[config.mk]
export PLATFORM = sky130hd
export DESIGN_NAME = spi_brk_top
export DESIGN_NICKNAME = d
export VERILOG_FILES = /design/src/rtl/spi_brk_pkg.sv /design/src/rtl/spi_brk_ctrl.sv /design/src/rtl/spi_brk_dp.sv /design/src/rtl/spi_brk_top.sv
export SDC_FILE = /design/constraint.sdc
export NUM_CORES = 1
export LEC_CHECK = 0
export CORE_MARGIN = 2
export CORE_UTILIZATION = 30
export CTS_CLUSTER_SIZE = 30
export DETAILED_ROUTE_END_ITERATION = 12
export DONT_BUFFER_PORTS = 1
export PLACE_DENSITY = 0.49
export SYNTH_ARGS = -nofsm -noshare
export SYNTH_HDL_FRONTEND = slang
export SYNTH_SLANG_ARGS = --single-unit
[constraint.sdc]
create_clock -name clk -period 1.81 [get_ports clk]
set_input_delay 0.0905 -clock clk [delete_from_list [all_inputs] [get_ports clk]]
set_output_delay 0.0905 -clock clk [all_outputs]
set_load 0.02 [all_outputs]
[src/rtl/spi_brk_pkg.sv]
package spi_brk_pkg;
  localparam logic [1:0] ADDR_CTRL = 2'd0;
  localparam logic [1:0] ADDR_STAT = 2'd1;
  localparam logic [1:0] ADDR_DATA = 2'd2;

  localparam int PAD_MISO = 0;
  localparam int PAD_MOSI = 1;
  localparam int PAD_SCK  = 2;
  localparam int PAD_SS   = 3;
  localparam int PAD_N    = 4;

  typedef struct packed {
    logic enable;
    logic master;
    logic loadShift;
  } spiStrobe_t;
endpackage

[src/rtl/spi_brk_ctrl.sv]
module spi_brk_ctrl
  import spi_brk_pkg::*;
#(
  parameter int DW = 8
) (
  input  logic          clk,
  input  logic          rstN,
  input  logic [1:0]    addr,
  input  logic          wrEn,
  input  logic          rdEn,
  input  logic [DW-1:0] wdata,
  output logic [DW-1:0] rdata,
  input  logic          brkIn,
  input  logic          dpBusy,
  input  logic          dpDone,
  input  logic [DW-1:0] dpRxByte,
  output spiStrobe_t    strobe,
  output logic [DW-1:0] txByte
);
  logic enBit, masterBit, relBit;
  logic txEmpty, rxFull, txArm, rxArm;
  logic [DW-1:0] txReg, rxReg;
  logic accessLive, statRd, dataRd, dataWr, loadNow;

  // accesses count only outside a frozen halt
  assign accessLive = !brkIn || relBit;
  assign statRd  = rdEn && (addr == ADDR_STAT) && accessLive;
  assign dataRd  = rdEn && (addr == ADDR_DATA) && accessLive;
  assign dataWr  = wrEn && (addr == ADDR_DATA) && accessLive;
  assign loadNow = enBit && !txEmpty && !dpBusy;

  always_ff @(posedge clk or negedge rstN) begin
    if (!rstN) begin
      enBit     <= 1'b0;
      masterBit <= 1'b0;
      relBit    <= 1'b0;
    end else if (wrEn && addr == ADDR_CTRL) begin
      enBit     <= wdata[0];
      masterBit <= wdata[1];
      relBit    <= wdata[2];
    end
  end

  always_ff @(posedge clk or negedge rstN) begin
    if (!rstN) begin
      txReg   <= '0;
      txEmpty <= 1'b1;
      txArm   <= 1'b0;
    end else begin
      if (dataWr) txReg <= wdata;
      if (statRd && txEmpty) txArm <= 1'b1;
      else if (dataWr)       txArm <= 1'b0;
      if (loadNow)                txEmpty <= 1'b1;
      else if (dataWr && txArm)   txEmpty <= 1'b0;
    end
  end

  always_ff @(posedge clk or negedge rstN) begin
    if (!rstN) begin
      rxReg  <= '0;
      rxFull <= 1'b0;
      rxArm  <= 1'b0;
    end else begin
      if (dpDone) rxReg <= dpRxByte;
      if (statRd && rxFull) rxArm <= 1'b1;
      else if (dataRd)      rxArm <= 1'b0;
      if (dpDone)                rxFull <= 1'b1;
      else if (dataRd && rxArm)  rxFull <= 1'b0;
    end
  end

  always_comb begin
    rdata = '0;
    case (addr)
      ADDR_CTRL: rdata[2:0] = {relBit, masterBit, enBit};
      ADDR_STAT: rdata[1:0] = {rxFull, txEmpty};
      ADDR_DATA: rdata = rxReg;
      default:   rdata = '0;
    endcase
  end

  assign strobe.enable    = enBit;
  assign strobe.master    = masterBit;
  assign strobe.loadShift = loadNow;
  assign txByte = txReg;
endmodule

[src/rtl/spi_brk_dp.sv]
module spi_brk_dp
  import spi_brk_pkg::*;
#(
  parameter int DW = 8,
  parameter int HALF_DIV = 4
) (
  input  logic          clk,
  input  logic          rstN,
  input  spiStrobe_t    strobe,
  input  logic [DW-1:0] txByte,
  input  logic          sckIn,
  input  logic          ssInN,
  input  logic          mosiIn,
  input  logic          misoIn,
  output logic          busy,
  output logic          done,
  output logic [DW-1:0] rxByte,
  output logic          sckOut,
  output logic          serOut,
  output logic          ssOut
);
  localparam int CNT_W = (DW > 1) ? $clog2(DW) : 1;
  localparam int DIV_W = (HALF_DIV > 1) ? $clog2(HALF_DIV) : 1;

  logic sckMeta, sckSync, sckPrev, ssMeta, ssSync;
  logic active, sckReg, inBit;
  logic [DIV_W-1:0] divCnt;
  logic [CNT_W-1:0] bitCnt;
  logic [DW-1:0] shReg;
  logic isMaster, isSlave, tick, riseEv, fallEv, lastBit;

  assign isMaster = strobe.enable && strobe.master;
  assign isSlave  = strobe.enable && !strobe.master;
  assign tick     = isMaster && active && (divCnt == DIV_W'(HALF_DIV - 1));
  assign lastBit  = (bitCnt == CNT_W'(DW - 1));

  always_comb begin
    riseEv = 1'b0;
    fallEv = 1'b0;
    if (isMaster) begin
      riseEv = tick && !sckReg;
      fallEv = tick && sckReg;
    end else if (isSlave && !ssSync) begin
      riseEv = sckSync && !sckPrev;
      fallEv = !sckSync && sckPrev;
    end
  end

  always_ff @(posedge clk or negedge rstN) begin
    if (!rstN) begin
      sckMeta <= 1'b0; sckSync <= 1'b0; sckPrev <= 1'b0;
      ssMeta  <= 1'b1; ssSync  <= 1'b1;
    end else begin
      sckMeta <= sckIn;  sckSync <= sckMeta; sckPrev <= sckSync;
      ssMeta  <= ssInN;  ssSync  <= ssMeta;
    end
  end

  always_ff @(posedge clk or negedge rstN) begin
    if (!rstN) begin
      active <= 1'b0;
      sckReg <= 1'b0;
      divCnt <= '0;
      bitCnt <= '0;
      shReg  <= '0;
      inBit  <= 1'b0;
      done   <= 1'b0;
    end else begin
      done <= 1'b0;
      if (strobe.loadShift) begin
        shReg  <= txByte;
        bitCnt <= '0;
        if (isMaster) begin
          active <= 1'b1;
          divCnt <= '0;
          sckReg <= 1'b0;
        end
      end else begin
        if (isMaster && active) begin
          divCnt <= tick ? '0 : divCnt + 1'b1;
          if (tick) sckReg <= !sckReg;
        end
        if (riseEv) inBit <= isMaster ? misoIn : mosiIn;
        if (fallEv) begin
          shReg <= {shReg[DW-2:0], inBit};
          if (lastBit) begin
            bitCnt <= '0;
            done   <= 1'b1;
            active <= 1'b0;
          end else begin
            bitCnt <= bitCnt + 1'b1;
          end
        end
        if (isSlave && ssSync) bitCnt <= '0;
      end
    end
  end

  assign busy   = isMaster ? active : (bitCnt != '0);
  assign rxByte = shReg;
  assign sckOut = sckReg;
  assign serOut = shReg[DW-1];
  assign ssOut  = !active;
endmodule

[src/rtl/spi_brk_top.sv]
module spi_brk_top
  import spi_brk_pkg::*;
#(
  parameter int DW = 8,
  parameter int HALF_DIV = 4
) (
  input  logic          clk,
  input  logic          rstN,
  input  logic [1:0]    addr,
  input  logic          wrEn,
  input  logic          rdEn,
  input  logic [DW-1:0] wdata,
  output logic [DW-1:0] rdata,
  input  logic          brkIn,
  input  logic          sckIn,
  input  logic          ssInN,
  input  logic          mosiIn,
  input  logic          misoIn,
  input  logic [3:0]    portDir,
  output logic [3:0]    padOut,
  output logic [3:0]    padOe
);
  spiStrobe_t strobe;
  logic [DW-1:0] txByte, dpRxByte;
  logic dpBusy, dpDone, sckOut, serOut, ssOut;
  logic [PAD_N-1:0] spiOe;

  spi_brk_ctrl #(.DW(DW)) uCtrl (
    .clk(clk), .rstN(rstN), .addr(addr), .wrEn(wrEn), .rdEn(rdEn),
    .wdata(wdata), .rdata(rdata), .brkIn(brkIn), .dpBusy(dpBusy),
    .dpDone(dpDone), .dpRxByte(dpRxByte), .strobe(strobe), .txByte(txByte)
  );

  spi_brk_dp #(.DW(DW), .HALF_DIV(HALF_DIV)) uDp (
    .clk(clk), .rstN(rstN), .strobe(strobe), .txByte(txByte),
    .sckIn(sckIn), .ssInN(ssInN), .mosiIn(mosiIn), .misoIn(misoIn),
    .busy(dpBusy), .done(dpDone), .rxByte(dpRxByte),
    .sckOut(sckOut), .serOut(serOut), .ssOut(ssOut)
  );

  assign spiOe[PAD_MISO] = !strobe.master && !ssInN;
  assign spiOe[PAD_MOSI] = strobe.master;
  assign spiOe[PAD_SCK]  = strobe.master;
  assign spiOe[PAD_SS]   = strobe.master;

  assign padOut[PAD_MISO] = serOut;
  assign padOut[PAD_MOSI] = serOut;
  assign padOut[PAD_SCK]  = sckOut;
  assign padOut[PAD_SS]   = ssOut;

  genvar gi;
  generate
    for (gi = 0; gi < PAD_N; gi++) begin : gPadDir
      assign padOe[gi] = strobe.enable ? spiOe[gi] : portDir[gi];
    end
  endgenerate
endmodule

---- Yosys cells after proc, flatten, opt, wreduce, memory -nomap -nowiden ----
Cells that the tools add are included.
storage, ports and cells
  register bits ........................... 45
  bits of input ports ..................... 23
  word-level logic and storage cells ...... 121
cells by class
  add/subtract/negate cells ............... 2
  eq/ne operators ......................... 5
  muxes and demuxes ....................... 42
  bitwise gates (word level) .............. 1
  reduce and logical (&&, ||, !) cells .... 50
operators with widths
  cell                                                                      count
  1-bit 2-to-1 mux                                                          29
  1-bit logical AND                                                         24
  8-bit 2-to-1 mux                                                          2
  2-bit nonzero test                                                        8
  3-bit 2-to-1 mux                                                          4
  1-bit logical NOT                                                         10
  2-bit 2-to-1 mux                                                          4
  2-bit case mux with 3 select lines                                        1
  3-bit AND reduction                                                       2
  3-bit nonzero test                                                        2
  5-bit 2-to-1 mux                                                          1
  2-bit equality test (second input constant)                               2
  2-bit AND reduction                                                       2
  3-bit by 1-bit adder with 3-bit output (second input constant)            1
  3-bit equality test (second input constant)                               1
  2-bit by 1-bit adder with 2-bit output (second input constant)            1
  2-bit by 1-bit equality test with 1-bit output (second input constant)    1
  2-bit logical NOT                                                         1
  2-bit by 1-bit inequality test with 1-bit output (second input constant)  1
  1-bit case mux with 2 select lines                                        1
  1-bit logical OR                                                          1
  1-bit NOT                                                                 1

---- Depth between registers and ports, before layout ----
  depth in word-level cells ............... 8
  gate-level depth with buffers ........... 7

---- Cells and area by module ----
From an unflattened synthesis, not the netlist that was laid out.
second synthesis, totals
  cell total of the unflattened synthesis .. 191
  area total of the unflattened synthesis .. 2192.1 µm²
by module, submodules not included
  module        times used  cells an instance  area each (µm²)  sequential area each (µm²)
  spi_brk_ctrl  1           78                 1059.8           576.8
  spi_brk_dp    1           100                1053.5           553.0
  spi_brk_top   1           13                 78.8             0.0

---- Worst setup path before layout ----
Ideal clock, no wire load.
  path type ............................... register to register
  from .................................... register uCtrl.masterBit
  to ...................................... register uDp.shReg[1], in the netlist uDp.rxByte[1]
  library setup time ...................... 0.127 ns
  arrival ................................. 1.498 ns
  setup slack ............................. 0.185 ns
  stages on the path, launching flop included .. 6
  clock period less this slack ............ 1.625 ns
  cell sequence ........................... dfrtp_1 > or3b_4 > o32ai_4 > buf_6 > mux2i_1 > a21oi_2
on the way
  longest elaborated chain between the ends .. 6
ends and longest elaborated chain
  item                                                    line                                text
  from (decl)                                             spi_brk_ctrl.sv:20                  logic enBit, masterBit, relBit;
  from (signal assigned)                                  spi_brk_ctrl.sv:39                  masterBit <= wdata[1];
  1-bit logical NOT or 1-bit logical AND (tied branches)  spi_brk_dp.sv:33, spi_brk_dp.sv:32
  1-bit logical AND (on tied branches)                    spi_brk_dp.sv:33, spi_brk_dp.sv:34
  1-bit logical AND (on tied branches)                    spi_brk_dp.sv:43, spi_brk_dp.sv:34
  1-bit 2-to-1 mux or 1-bit logical AND (tied branches)   spi_brk_dp.sv:43, spi_brk_dp.sv:42
  1-bit 2-to-1 mux                                        spi_brk_dp.sv:40                    if (isMaster) begin
  2-bit nonzero test (no line)                            n/a
  to (signal assigned)                                    spi_brk_dp.sv:71                    shReg <= txByte;
  to (signal assigned)                                    spi_brk_dp.sv:85                    shReg <= {shReg[DW-2:0], inBit};
  to (decl)                                               spi_brk_dp.sv:29                    logic [DW-1:0] shReg;
Several ways; a longest one is shown, not always the timed one.
A chain may end at the register's enable or synchronous reset.

---- Worst setup path in the final report ----
  from .................................... register uCtrl.masterBit
  to ...................................... register uDp.shReg[5], in the netlist uDp.rxByte[5]
Same word-level chain as after synthesis.

==> summary.txt <==
Clk slew on worst S/H paths - 0.08 ns
Slowest stage delay, CP - 0.42 ns
RSZ-0062 raised after global routing - false
Combinational power share - 29.0%
Ratio of final minimum period to clock period - 93.4%
Synth area leaders - dfrtp_1 (49%), mux2_2 (12%), mux2i_1 (6.5%)
Sequential share of power - 51.0%
First-pass GRT wire length - 6980 µm
HP Start - rdEn
# port buffers - 0
Setup TNS Final - 0 ns
Synth Area in Adders - 2.33%
Layout cells sized above 1 - 26.5%
Final #Nets - 237
Max Cap Viol - 0
CORE AREA - 0.00687 mm²
Static Leak - 1.17 nW
Worst r2r src - uCtrl.masterBit
DP Worst Slack - 0.119 ns
# clock sinks - 45
Psw - 0.991 mW
Drt initial violations - 86
Setup crit start kind - flop
Clk_lat worst skew - 0.29 ns
Buf/Inv on CP - 1
Post-synthesis compound-gate area fraction - 9.85%
CTS Root Cell - clkbuf_8
Placer Congestion - 0.737
Critical path endpoint category - flop
Vias in the first global route - 1343
Reg2reg path depth - 5
Max clock buf depth - 2
R2R Setup Slk - 0.12 ns
Drt pass-1 iters - 4
Final WS setup - 0.120 ns
Worst Hold End - uCtrl.rxArm
Leading area contributor after synthesis - dfrtp_1
Crit-path slowest cell - or3b_4
Via count - 1359
Chip width - 88.6 µm
Critical path data required time - 1.99 ns
H-tree depth - 2
Reg2reg end - uDp.rxByte[5]
Fmax - 592 MHz
CTS tree - done
Kind of critical path - flop to flop
Final min period - 1.69 ns
Worst Path Arrival - 1.87 ns
DRC violations left - 0
Register area share after synthesis - 52.7%
# fillers - 690
Unique cell type count in the Yosys netlist - 32
Worst hold slack - 0.0224 ns
Io pins - 39
Die H - 88.6 µm
Antenna Diode Count - 0
Ys Warns - 0
Outcome - finished, final reports clean
Total GRT Usage - 11.8%
Total die area - 0.00785 mm²
Synthesis-to-finish area growth - 19.4%
Switch share - 33.6%
CP Max Fanout - 12
Largest family of logic cells by synthesized area - multiplexers
Largest net degree at the start of global routing - 46
Vias/cell - 4.43
Internal - 1.96 mW
Fin. Hold Viols - 0
Wirelength per Cell - 14.0 µm
DRT Wirelength - 4290 µm
TritonCTS Buffers - 5
Clk pwr share - 20.0%
Count of pins over their slew limit - 0
HP Class - primary input to flop
Post-Synth Simple-Gate Area - 11.5%
Peak supply drop - 0.331 mV
Critical path's top delay family - simple AND/OR/NAND/NOR gates
Syn avg cell area - 11.5 µm²
Post-synthesis mux area share - 18.1%
Total grt overflow - 0
Syn nets - 213
Xor/xnor share of the synthesized area - 0%
Setup-failing EPs final - 0
Postcts setup bufs - 0
Initial antenna violation count - 0
Hold Path Cell Cnt - 2
PwrDens - 1150 mW/mm²
Area fraction of the dominant cell type after synthesis - 49.0%
FF+latch count, synth - 45
Starting Density - 31.2%
Syn Inst Count - 186
DRT antenna net count - 0
Clock skew - 0.00510 ns
Max-slew headroom - 70.6%
Worst-Margin Slew - 0.442 ns
Post-DP HPWL - 2970 µm
Mapped cell area - 0.00215 mm²
Crit-path cells - or3b_4, o32ai_4, buf_12, mux2i_1, a21oi_2
Rows - 30
-- power groups by stage --
| stage | Clock [mW] | Combinational [mW] | Sequential [mW] |
|---|---|---|---|
| final | 0.591 | 0.854 | 1.50 |
| after global routing | 0.666 | 0.970 | 1.54 |
| after CTS | 0.624 | 0.869 | 1.51 |
| after detailed placement | 0 | 0.809 | 1.53 |
| after global placement | 0 | 0.804 | 1.53 |
| after floorplan | 0 | 0.755 | 1.41 |
-- state kept, by name, summed over array words and instances (netlist names), 2 cells and up --
| register | flops |
|---|---|
| uCtrl.txByte | 8 |
| uDp.divCnt | 2 |
| uDp.rxByte | 8 |
| uDp.bitCnt | 3 |
| uCtrl.rxReg | 8 |
-- metrics by stage --
stage               util (%)  power, mW  area, µm²  std cells
finish                  37.3       2.95       2560        307
global route            37.3       3.18       2560        307
CTS                     37.3       3.00       2560        307
detailed placement      33.7       2.34       2310        284
global placement        33.7       2.33       2310        284
floorplan                  -       2.16       2150        186
-- kinds of logic (layout without fill, tap and decap cells) --
group                      Yosys count  count (layout)
AOI/OAI and AO/OA                   28              28
adders and majority gates            4               4
buffers and inverters               25              50
DFF                                 45              45
muxes                               36              36
and+or+nand+nor                     48              48
-- synthesized netlist by cell type (all sizes together) --
master and n:
o22ai 1, nand2b 3, clkbuf 4, nor2b 3, and2 5, a21o 2, nor3b 3, o21ai 9
nand4 1, nand3b 1, buf 8, a22o 2, o32ai 1, ha 4, mux2i 14, mux2 22
inv 13, nand3 5, nand2 8, a41o 1, a31oi 1, or3b 1, o211ai 1, a21oi 10
dfstp 3, nor4b 1, nor2 16, dfrtp 42, and3 1
-- final cells by class --
cell class	instances	area, µm²	area share, %
Tap cell	96	120	4.69
Clock inverter	2	10.0	0.391
Timing Repair Buffer	29	285	11.1
Inverter	13	48.8	1.90
Sequential cell	45	1130	44.1
Multi-Input combinational cell	116	896	35.0
Clock buffer	6	72.6	2.83
-- layer usage --
metal,global-route usage (%),part of all wire (%)
met4,4.55,1.4
met2,17.2,44
met1,16.7,50
met5,0,0
met3,3.17,4.1
-- worst reg2reg max path: stages, from the launching register on --
cell	delay, ns
dfrtp_1	0.40
or3b_4	0.42
o32ai_4	0.25
buf_12	0.19
mux2i_1	0.24
a21oi_2	0.08
-- worst max path at each step --
stage | slack (ns) | endpoint | cells after the start | startpoint
3_3_place_gp | 0.14 | uDp.rxByte[5] | 5 | uCtrl.masterBit
4_1_cts | 0.1 | uDp.rxByte[5] | 5 | uCtrl.masterBit
6_report | 0.12 | uDp.rxByte[5] | 5 | uCtrl.masterBit
5_1_grt | 0.04 | uDp.rxByte[5] | 5 | uCtrl.masterBit
3_5_place_dp | 0.12 | uDp.rxByte[5] | 5 | uCtrl.masterBit
2_1_floorplan | 0.18 | uDp.rxByte[1] | 5 | uCtrl.masterBit
-- what timing repair did --
action	4_1_cts	5_1_grt
endpoints found under the hold margin	61	0
hold buffers	15	0
gates resized for setup	0	0
-- placed cells by master (no fill, tap or decap), drive strengths merged, types with 2 or more instances in the layout --
cell type    count
nor2b            3
clkbuf           6
a21oi           10
a22o             2
dfrtp           42
mux2i           14
nor3b            3
dlygate4sd3     14
nand2b           3
dfstp            3
mux2            22
inv             13
o21ai            9
clkinv           2
nand2            8
nand3            5
and2             5
nor2            16
ha               4
a21o             2
buf             15
Note: power is estimated with default switching activity, not from simulation.
